## config.mk

```make
export PLATFORM = sky130hd
export DESIGN_NAME = pixfmt_top
export DESIGN_NICKNAME = d
export VERILOG_FILES = /design/src/rtl/pixfmt_pkg.sv /design/src/rtl/pixfmt_ctrl_regs.sv /design/src/rtl/pixfmt_pack.sv /design/src/rtl/pixfmt_sync_path.sv /design/src/rtl/pixfmt_top.sv
export SDC_FILE = /design/constraint.sdc
export NUM_CORES = 1
export LEC_CHECK = 0
export BUFFER_PORTS_ARGS = -buffer_cell sky130_fd_sc_hd__buf_2
export CAP_MARGIN = 5
export CORE_ASPECT_RATIO = 0.8
export CORE_UTILIZATION = 45
export DETAILED_ROUTE_END_ITERATION = 6
export HOLD_SLACK_MARGIN = 0.15
export PLACE_DENSITY = 0.86
export SETUP_SLACK_MARGIN = 0.4
export SYNTH_ARGS = -nofsm -noshare
export SYNTH_HDL_FRONTEND = slang
export SYNTH_SLANG_ARGS = --single-unit
```

## constraint.sdc

```tcl
create_clock -name clk -period 1.5 [get_ports clk]
set_input_delay 0.075 -clock clk [delete_from_list [all_inputs] [get_ports clk]]
set_output_delay 0.075 -clock clk [all_outputs]
set_load 0.03 [all_outputs]
```

## src/rtl/pixfmt_pkg.sv

```systemverilog
package pixfmt_pkg;

  localparam int CH_W     = 8;
  localparam int PIX_W    = 3 * CH_W;
  localparam int REG_W    = 32;
  localparam int NUM_SYNC = 3;
  localparam int W_FIVE   = CH_W - 3;
  localparam int W_SIX    = CH_W - 2;
  localparam logic [REG_W-1:0] ID_VALUE = 32'h0064_7069;

  typedef enum logic [1:0] {
    ORD_RGB = 2'd0,
    ORD_BGR = 2'd1,
    ORD_GRB = 2'd2,
    ORD_BRG = 2'd3
  } order_e;

  typedef enum logic [2:0] {
    FMT_OFF        = 3'd0,
    FMT_565_LOW    = 3'd1,
    FMT_565_SPREAD = 3'd2,
    FMT_565_SHIFT  = 3'd3,
    FMT_666_LOW    = 3'd4,
    FMT_666_SPREAD = 3'd5,
    FMT_888        = 3'd6,
    FMT_SPARE      = 3'd7
  } fmt_e;

  // Bit positions are software-visible: 16 mode, 15:14 order, 13:11 format,
  // 10 clock invert, 9:7 invert, 6:4 falling launch, 3:1 gate, 0 enable.
  typedef struct packed {
    logic       de_mode;
    logic [1:0] order;
    logic [2:0] fmt;
    logic       pclk_inv;
    logic [NUM_SYNC-1:0] inv;
    logic [NUM_SYNC-1:0] neg;
    logic [NUM_SYNC-1:0] dis;
    logic       enable;
  } ctrl_t;

  localparam int CTRL_W = $bits(ctrl_t);

endpackage

```

## src/rtl/pixfmt_ctrl_regs.sv

```systemverilog
module pixfmt_ctrl_regs
  import pixfmt_pkg::*;
#(
  parameter int ADDR_W = 4
) (
  input  logic              clk,
  input  logic              rst_n,
  input  logic              reg_valid,
  input  logic              reg_write,
  input  logic [ADDR_W-1:0] reg_addr,
  input  logic [REG_W-1:0]  reg_wdata,
  output logic [REG_W-1:0]  reg_rdata,
  output ctrl_t             ctrl
);

  localparam int PAD_W = REG_W - CTRL_W;

  logic              sel_ctrl;
  logic              wr_en;
  logic              rd_en;
  ctrl_t             ctrl_d;
  ctrl_t             ctrl_q;
  logic [REG_W-1:0]  rdata_d;
  logic [REG_W-1:0]  rdata_q;
  logic              wdata_unused_bits;

  assign sel_ctrl          = (reg_addr == '0);
  assign wr_en             = reg_valid & reg_write & sel_ctrl;
  assign rd_en             = reg_valid & ~reg_write;
  assign wdata_unused_bits = ^reg_wdata[REG_W-1:CTRL_W];

  always_comb begin
    ctrl_d  = ctrl_q;
    rdata_d = rdata_q;
    if (wr_en) begin
      ctrl_d = ctrl_t'(reg_wdata[CTRL_W-1:0]);
    end
    if (rd_en) begin
      rdata_d = sel_ctrl ? {{PAD_W{1'b0}}, ctrl_q} : ID_VALUE;
    end
  end

  always_ff @(posedge clk or negedge rst_n) begin
    if (!rst_n) begin
      ctrl_q  <= '0;
      rdata_q <= '0;
    end else begin
      ctrl_q  <= ctrl_d;
      rdata_q <= rdata_d;
    end
  end

  assign ctrl      = ctrl_q;
  assign reg_rdata = rdata_q;

endmodule

```

## src/rtl/pixfmt_pack.sv

```systemverilog
module pixfmt_pack
  import pixfmt_pkg::*;
(
  input  logic [1:0]       order,
  input  logic [2:0]       fmt,
  input  logic [PIX_W-1:0] rgb,
  output logic [PIX_W-1:0] packed_data
);

  logic [CH_W-1:0] ch_r, ch_g, ch_b;
  logic [CH_W-1:0] c0, c1, c2;

  assign ch_r = rgb[3*CH_W-1:2*CH_W];
  assign ch_g = rgb[2*CH_W-1:CH_W];
  assign ch_b = rgb[CH_W-1:0];

  always_comb begin
    unique case (order_e'(order))
      ORD_RGB: begin c0 = ch_r; c1 = ch_g; c2 = ch_b; end
      ORD_BGR: begin c0 = ch_b; c1 = ch_g; c2 = ch_r; end
      ORD_GRB: begin c0 = ch_g; c1 = ch_r; c2 = ch_b; end
      ORD_BRG: begin c0 = ch_b; c1 = ch_r; c2 = ch_g; end
      default: begin c0 = ch_r; c1 = ch_g; c2 = ch_b; end
    endcase
  end

  always_comb begin
    packed_data = '0;
    unique case (fmt_e'(fmt))
      FMT_565_LOW:
        packed_data = {8'b0, c0[CH_W-1 -: W_FIVE], c1[CH_W-1 -: W_SIX],
                       c2[CH_W-1 -: W_FIVE]};
      FMT_565_SPREAD:
        packed_data = {3'b0, c0[CH_W-1 -: W_FIVE], 2'b0, c1[CH_W-1 -: W_SIX],
                       3'b0, c2[CH_W-1 -: W_FIVE]};
      FMT_565_SHIFT:
        packed_data = {2'b0, c0[CH_W-1 -: W_FIVE], 3'b0, c1[CH_W-1 -: W_SIX],
                       2'b0, c2[CH_W-1 -: W_FIVE], 1'b0};
      FMT_666_LOW:
        packed_data = {6'b0, c0[CH_W-1 -: W_SIX], c1[CH_W-1 -: W_SIX],
                       c2[CH_W-1 -: W_SIX]};
      FMT_666_SPREAD:
        packed_data = {2'b0, c0[CH_W-1 -: W_SIX], 2'b0, c1[CH_W-1 -: W_SIX],
                       2'b0, c2[CH_W-1 -: W_SIX]};
      FMT_888:
        packed_data = {c0, c1, c2};
      default:
        packed_data = '0;
    endcase
  end

endmodule

```

## src/rtl/pixfmt_sync_path.sv

```systemverilog
module pixfmt_sync_path (
  input  logic clk,
  input  logic rst_n,
  input  logic enable,
  input  logic src,
  input  logic inv,
  input  logic neg,
  input  logic dis,
  output logic sync_out
);

  logic rise_d;
  logic rise_q;
  logic fall_q;

  always_comb begin
    if (enable) begin
      rise_d = (src & ~dis) ^ inv;
    end else begin
      rise_d = inv;
    end
  end

  always_ff @(posedge clk or negedge rst_n) begin
    if (!rst_n) begin
      rise_q <= 1'b0;
    end else begin
      rise_q <= rise_d;
    end
  end

  always_ff @(negedge clk or negedge rst_n) begin
    if (!rst_n) begin
      fall_q <= 1'b0;
    end else begin
      fall_q <= rise_q;
    end
  end

  assign sync_out = neg ? fall_q : rise_q;

endmodule

```

## src/rtl/pixfmt_top.sv

```systemverilog
module pixfmt_top
  import pixfmt_pkg::*;
#(
  parameter int ADDR_W = 4
) (
  input  logic              clk,
  input  logic              rst_n,
  input  logic              reg_valid,
  input  logic              reg_write,
  input  logic [ADDR_W-1:0] reg_addr,
  input  logic [REG_W-1:0]  reg_wdata,
  output logic [REG_W-1:0]  reg_rdata,
  input  logic [PIX_W-1:0]  pix_rgb,
  input  logic              pix_hsync,
  input  logic              pix_vsync,
  input  logic              pix_de,
  output logic [PIX_W-1:0]  bus_data,
  output logic              bus_hsync,
  output logic              bus_vsync,
  output logic              bus_de,
  output logic              bus_pclk_inv
);

  ctrl_t                ctrl_q;
  logic [PIX_W-1:0]     packed_w;
  logic [PIX_W-1:0]     data_d;
  logic [PIX_W-1:0]     data_q;
  logic                 pclk_d;
  logic                 pclk_q;
  logic                 csync_w;
  logic                 de_src;
  logic [NUM_SYNC-1:0]  sync_src;
  logic [NUM_SYNC-1:0]  sync_out;

  pixfmt_ctrl_regs #(.ADDR_W(ADDR_W)) regs_i (
    .clk       (clk),
    .rst_n     (rst_n),
    .reg_valid (reg_valid),
    .reg_write (reg_write),
    .reg_addr  (reg_addr),
    .reg_wdata (reg_wdata),
    .reg_rdata (reg_rdata),
    .ctrl      (ctrl_q)
  );

  pixfmt_pack pack_i (
    .order       (ctrl_q.order),
    .fmt         (ctrl_q.fmt),
    .rgb         (pix_rgb),
    .packed_data (packed_w)
  );

  // Composite sync is low while either sync is active.
  assign csync_w  = ~(pix_hsync | pix_vsync);
  assign de_src   = ctrl_q.de_mode ? pix_de : csync_w;
  assign sync_src = {pix_hsync, pix_vsync, de_src};

  always_comb begin
    data_d = ctrl_q.enable ? packed_w : '0;
    pclk_d = ctrl_q.enable & ctrl_q.pclk_inv;
  end

  always_ff @(posedge clk or negedge rst_n) begin
    if (!rst_n) begin
      data_q <= '0;
      pclk_q <= 1'b0;
    end else begin
      data_q <= data_d;
      pclk_q <= pclk_d;
    end
  end

  for (genvar gi = 0; gi < NUM_SYNC; gi++) begin : g_sync
    pixfmt_sync_path sync_i (
      .clk      (clk),
      .rst_n    (rst_n),
      .enable   (ctrl_q.enable),
      .src      (sync_src[gi]),
      .inv      (ctrl_q.inv[gi]),
      .neg      (ctrl_q.neg[gi]),
      .dis      (ctrl_q.dis[gi]),
      .sync_out (sync_out[gi])
    );
  end

  assign bus_data     = data_q;
  assign bus_hsync    = sync_out[2];
  assign bus_vsync    = sync_out[1];
  assign bus_de       = sync_out[0];
  assign bus_pclk_inv = pclk_q;

endmodule

```

Yosys cells after proc, flatten, opt, wreduce, memory -nomap -nowiden
Index checks and enable logic that the tools add are counted.
Cells by class
  equality and inequality tests: 9
  muxes and demuxes: 13
  bitwise logic cells: 16
  reduce and logical (&&, ||, !) cells: 6
Operators by type and width (count)
  one-hot mux 24 bit (6 select lines): 1
  one-hot mux 8 bit (3 select lines): 2
  two-way mux 24 bit: 1
  two-way mux 23 bit: 1
  one-hot mux 8 bit (2 select lines): 1
  equality test 3 bit (second input constant): 3
  OR reduction 2 bit: 4
  bitwise AND 1 bit: 7
  two-way mux 1 bit: 7
  equality test 3 x 2 -> 1 bit (second input constant): 2
  inverter 1 bit: 5
  equality test 2 bit (second input constant): 2
  zero test 4 bit: 1
  equality test 3 x 1 -> 1 bit (second input constant): 1
  XOR 1 bit: 3
  equality test 2 x 1 -> 1 bit (second input constant): 1
  zero test 2 bit: 1
  bitwise OR 1 bit: 1
Word-level totals
  register bits: 80
  input port bits: 67
  output and inout bits: 60
  logic and storage cells: 61

Longest topological paths before layout
  word-level depth: 6
  gate-level depth with buffers: 6
  mapped depth without buffers: 4

Cells and area by module
Synthesis repeated with hierarchy kept, for this count alone.
Second synthesis, totals
  cell total of the unflattened synthesis: 342
  area total of the unflattened synthesis: 3789.9 um^2
By module, submodules not included
  pixfmt_ctrl_regs: times used 1, cells an instance 97, area each 1457.6 um^2, sequential area each 875.8 um^2
  pixfmt_pack: times used 1, cells an instance 176, area each 1188.6 um^2, sequential area each 0.0 um^2
  pixfmt_top: times used 1, cells an instance 54, area each 839.6 um^2, sequential area each 625.6 um^2
  pixfmt_sync_path: times used 3, cells an instance 5, area each 101.3 um^2, sequential area each 50.0 um^2

==> flow_metrics.py <==
metrics = {
    "grt": {
        "first_global_vias": 3620,
        "overflow": 0,
        "antenna_found_initial": 0,
        "grt_max_degree": 38,
        "grt_pass1_wl_um": 19100,
        "grt_usage_pct": 31.7,
    },
    "synth": {
        "synth_cell_type_count": 55,
        "synth.most_common_cell": "dfrtp_1",
        "avgSynthCellArea_um2": 10.5,
        "yosysTopAreaCell": "dfrtp_1",
        "synth_edf_count": 0,
        "synth-seq-area-share_pct": 46.5,
        "synth_common_cells": "dfrtp_1, mux2_2, nor2_1",
        "ys_ff_latch": 66,
        "yosysWarnings": 0,
        "synth.area.top_cells": "dfrtp_1, mux2_2, mux2i_1, buf_4, a21oi_1",
        "async_flop_share_pct": 100,
        "synth_area_um2": 3550,
        "syn_inst": 338,
        "ys.flop_type": "dfrtp_1",
        "synth.top_cell.area_share_pct": 44.4,
    },
    "job": {
        "maxCapViolations": 0,
    },
    "setup_path": {
        "r2r-start": "regs_i.ctrl[15]",
        "crit_type": "reg -> out",
        "cp-start-kind": "register",
        "worst_path_max_delay_cell": "dfrtn_1",
        "rrSetupSlack_ns": -0.30,
        "reg2reg_to": "bus_data[16]",
        "path_cells": "mux2_4, buf_6",
        "ff2ff_path_depth": 5,
        "required_ns": 1.42,
        "crit_path_end": "bus_hsync",
        "arrival_ns": 1.83,
        "cp-startpoint": "g_sync[2].sync_i.fall_q",
        "cp_max_fo": 1,
        "cpPeakStageDelay_ns": 0.33,
        "cp-end-kind": "output pin",
    },
    "pwr": {
        "peakVddDrop_mv": 0.824,
        "p_leak_nw": 2.66,
        "p_per_area_nw_per_um2": 1400,
    },
    "cts": {
        "clockRootBuffer": "clkbuf_8",
        "cts_buffers": 9,
        "cts.sinks": 66,
        "h-tree-depth": 3,
        "clkSlewWorstSetupHoldPaths_ns": 0.07,
        "clock_path_buffers": 2,
        "clock_latency_ns": 0.35,
        "cts_tree": "built",
    },
    "timing": {
        "maxSlewViolCount": 0,
        "fin_tns_setup_ns": -5.43,
        "max_slew_margin_pct": 64.0,
        "fin_skew_ns": 0.0184,
        "final_hold_viol_count": 0,
        "rsz0062_at_grt": "yes",
        "worstMarginPinSlew_ns": 0.540,
        "finalSetupViolations": 25,
        "fin_ws_ns": -0.401,
    },
    "placement": {
        "port_buffers": 99,
        "dp_hpwl_um": 8520,
        "routabilityCongestion": 0.983,
        "place_area_um2": 4590,
        "dp_cells": 576,
    },
    "worst_hold_path": {
        "hold_path_class": "in -> reg",
        "holdPathStages": 4,
    },
    "floorplan": {
        "io_pins": 127,
        "die_x_um": 101,
        "die_h_um": 81.4,
        "dieArea_um2": 8250,
        "core_um2": 7530,
        "num_rows": 28,
        "start_util_pct": 47.1,
    },
    "final_layout": {
        "fillers": 484,
        "nets": 589,
        "antenna_cells": 0,
        "design_area_um2": 5660,
        "drive_above_1_share_pct": 55.8,
        "multi_input_area_um2": 2210,
        "final_cells": 632,
        "area_growth_pct": 59.5,
        "ff_latch_area_um2": 1660,
    },
    "routing": {
        "ant_nets": 0,
        "drt_wl_total_um": 12800,
        "drt-wirelength-per-cell_um": 20.3,
        "drt-pass1-iter-count": 5,
        "num_vias": 3636,
        "routed_via_density": 5.75,
        "remaining_drc_errors": 0,
        "drt-initial-drc-count": 285,
    },
    "outcome": {
        "violations": "setup timing",
        "status": "finished, violations left",
    },
}
-- registers in the layout (all words and copies together) (netlist names) --
name,count
regs_i.reg_rdata,18
g_sync.sync_i.fall_q,3
g_sync.sync_i.rise_q,3
regs_i.ctrl,17
bus_pclk_inv,1
bus_data,24
-- final cells by class --
cell class	instances	area share (%)
tap	105	2.32
multi-input combinational	239	39.0
timing repair buffer	200	25.5
inverter	6	0.530
sequential	66	29.3
clock inverter	6	1.19
clock buffer	10	2.25
-- layout by cell type, fill, tap and decap left out, drive strengths merged, types with 12 or more instances in the layout --
cell type / instances
o21ai: 15
mux2i: 17
dlygate4sd3: 21
mux2: 29
nor2: 24
buf: 177
clkbuf: 12
nand2: 23
conb: 12
dfrtp: 63
a21oi: 18
-- cells by family after synthesis --
family | share of synthesized area, %
AO/OA/AOI/OAI | 19.7
AND/OR/NAND/NOR | 10.3
flip-flops | 46.5
buffers and inverters | 7.12
XOR/XNOR | 0.740
other | 0.106
multiplexers | 15.5
-- critical path: cells and delay by family (launching register included) --
family                 cells  cell delay, ns
buffers and inverters      1            0.14
flip-flops                 1            0.33
multiplexers               1            0.26
-- worst min path at each step --
stage,to,slack [ns],from
2_1_floorplan,bus_data[0],-0.22,rst_n
3_3_place_gp,bus_pclk_inv,-0.04,rst_n
3_5_place_dp,bus_pclk_inv,-0.03,rst_n
4_1_cts,regs_i.reg_rdata[11],0.15,reg_addr[1]
5_1_grt,regs_i.reg_rdata[11],0.15,reg_addr[1]
6_report,regs_i.reg_rdata[11],0.12,reg_addr[1]
-- layer usage --
layer  vias up  GRT usage [%]  wire (um)
met1      1773           42.1       5380
met3        35           7.23       1070
met5         -              0          0
met2       244           51.7       6040
met4         0           10.6        319
li1       1584              -          -
-- power breakdown --
group / switching [mW] / internal [mW] / total, mW / leakage, nW
Clock: 0.730 / 0.770 / 1.50 / 0.0925
Combinational: 2.25 / 1.85 / 4.10 / 1.74
Sequential: 0.231 / 2.11 / 2.34 / 0.825
-- what timing repair did --
action                                  CTS  global route
gates resized for setup                  76            45
setup buffers                            13             5
pin swaps                                36            20
hold buffers                             21             0
gates cloned                              1             0
endpoints found under the setup margin   34            71
hold endpoints to repair                 84             0
-- per-stage QoR --
step | utilization, % | setup slack (ns) | total power, mW | hold WS [ns]
floorplan | - | -0.0989 | 4.28 | -0.221
global placement | 61.0 | -0.324 | 5.43 | -0.0372
detailed placement | 61.0 | -0.314 | 5.45 | -0.0313
CTS | 72.2 | -0.402 | 7.54 | 0.146
global route | 75.2 | -0.424 | 8.26 | 0.151
finish | 75.2 | -0.401 | 7.94 | 0.121
(Power assumes the default switching activity.)
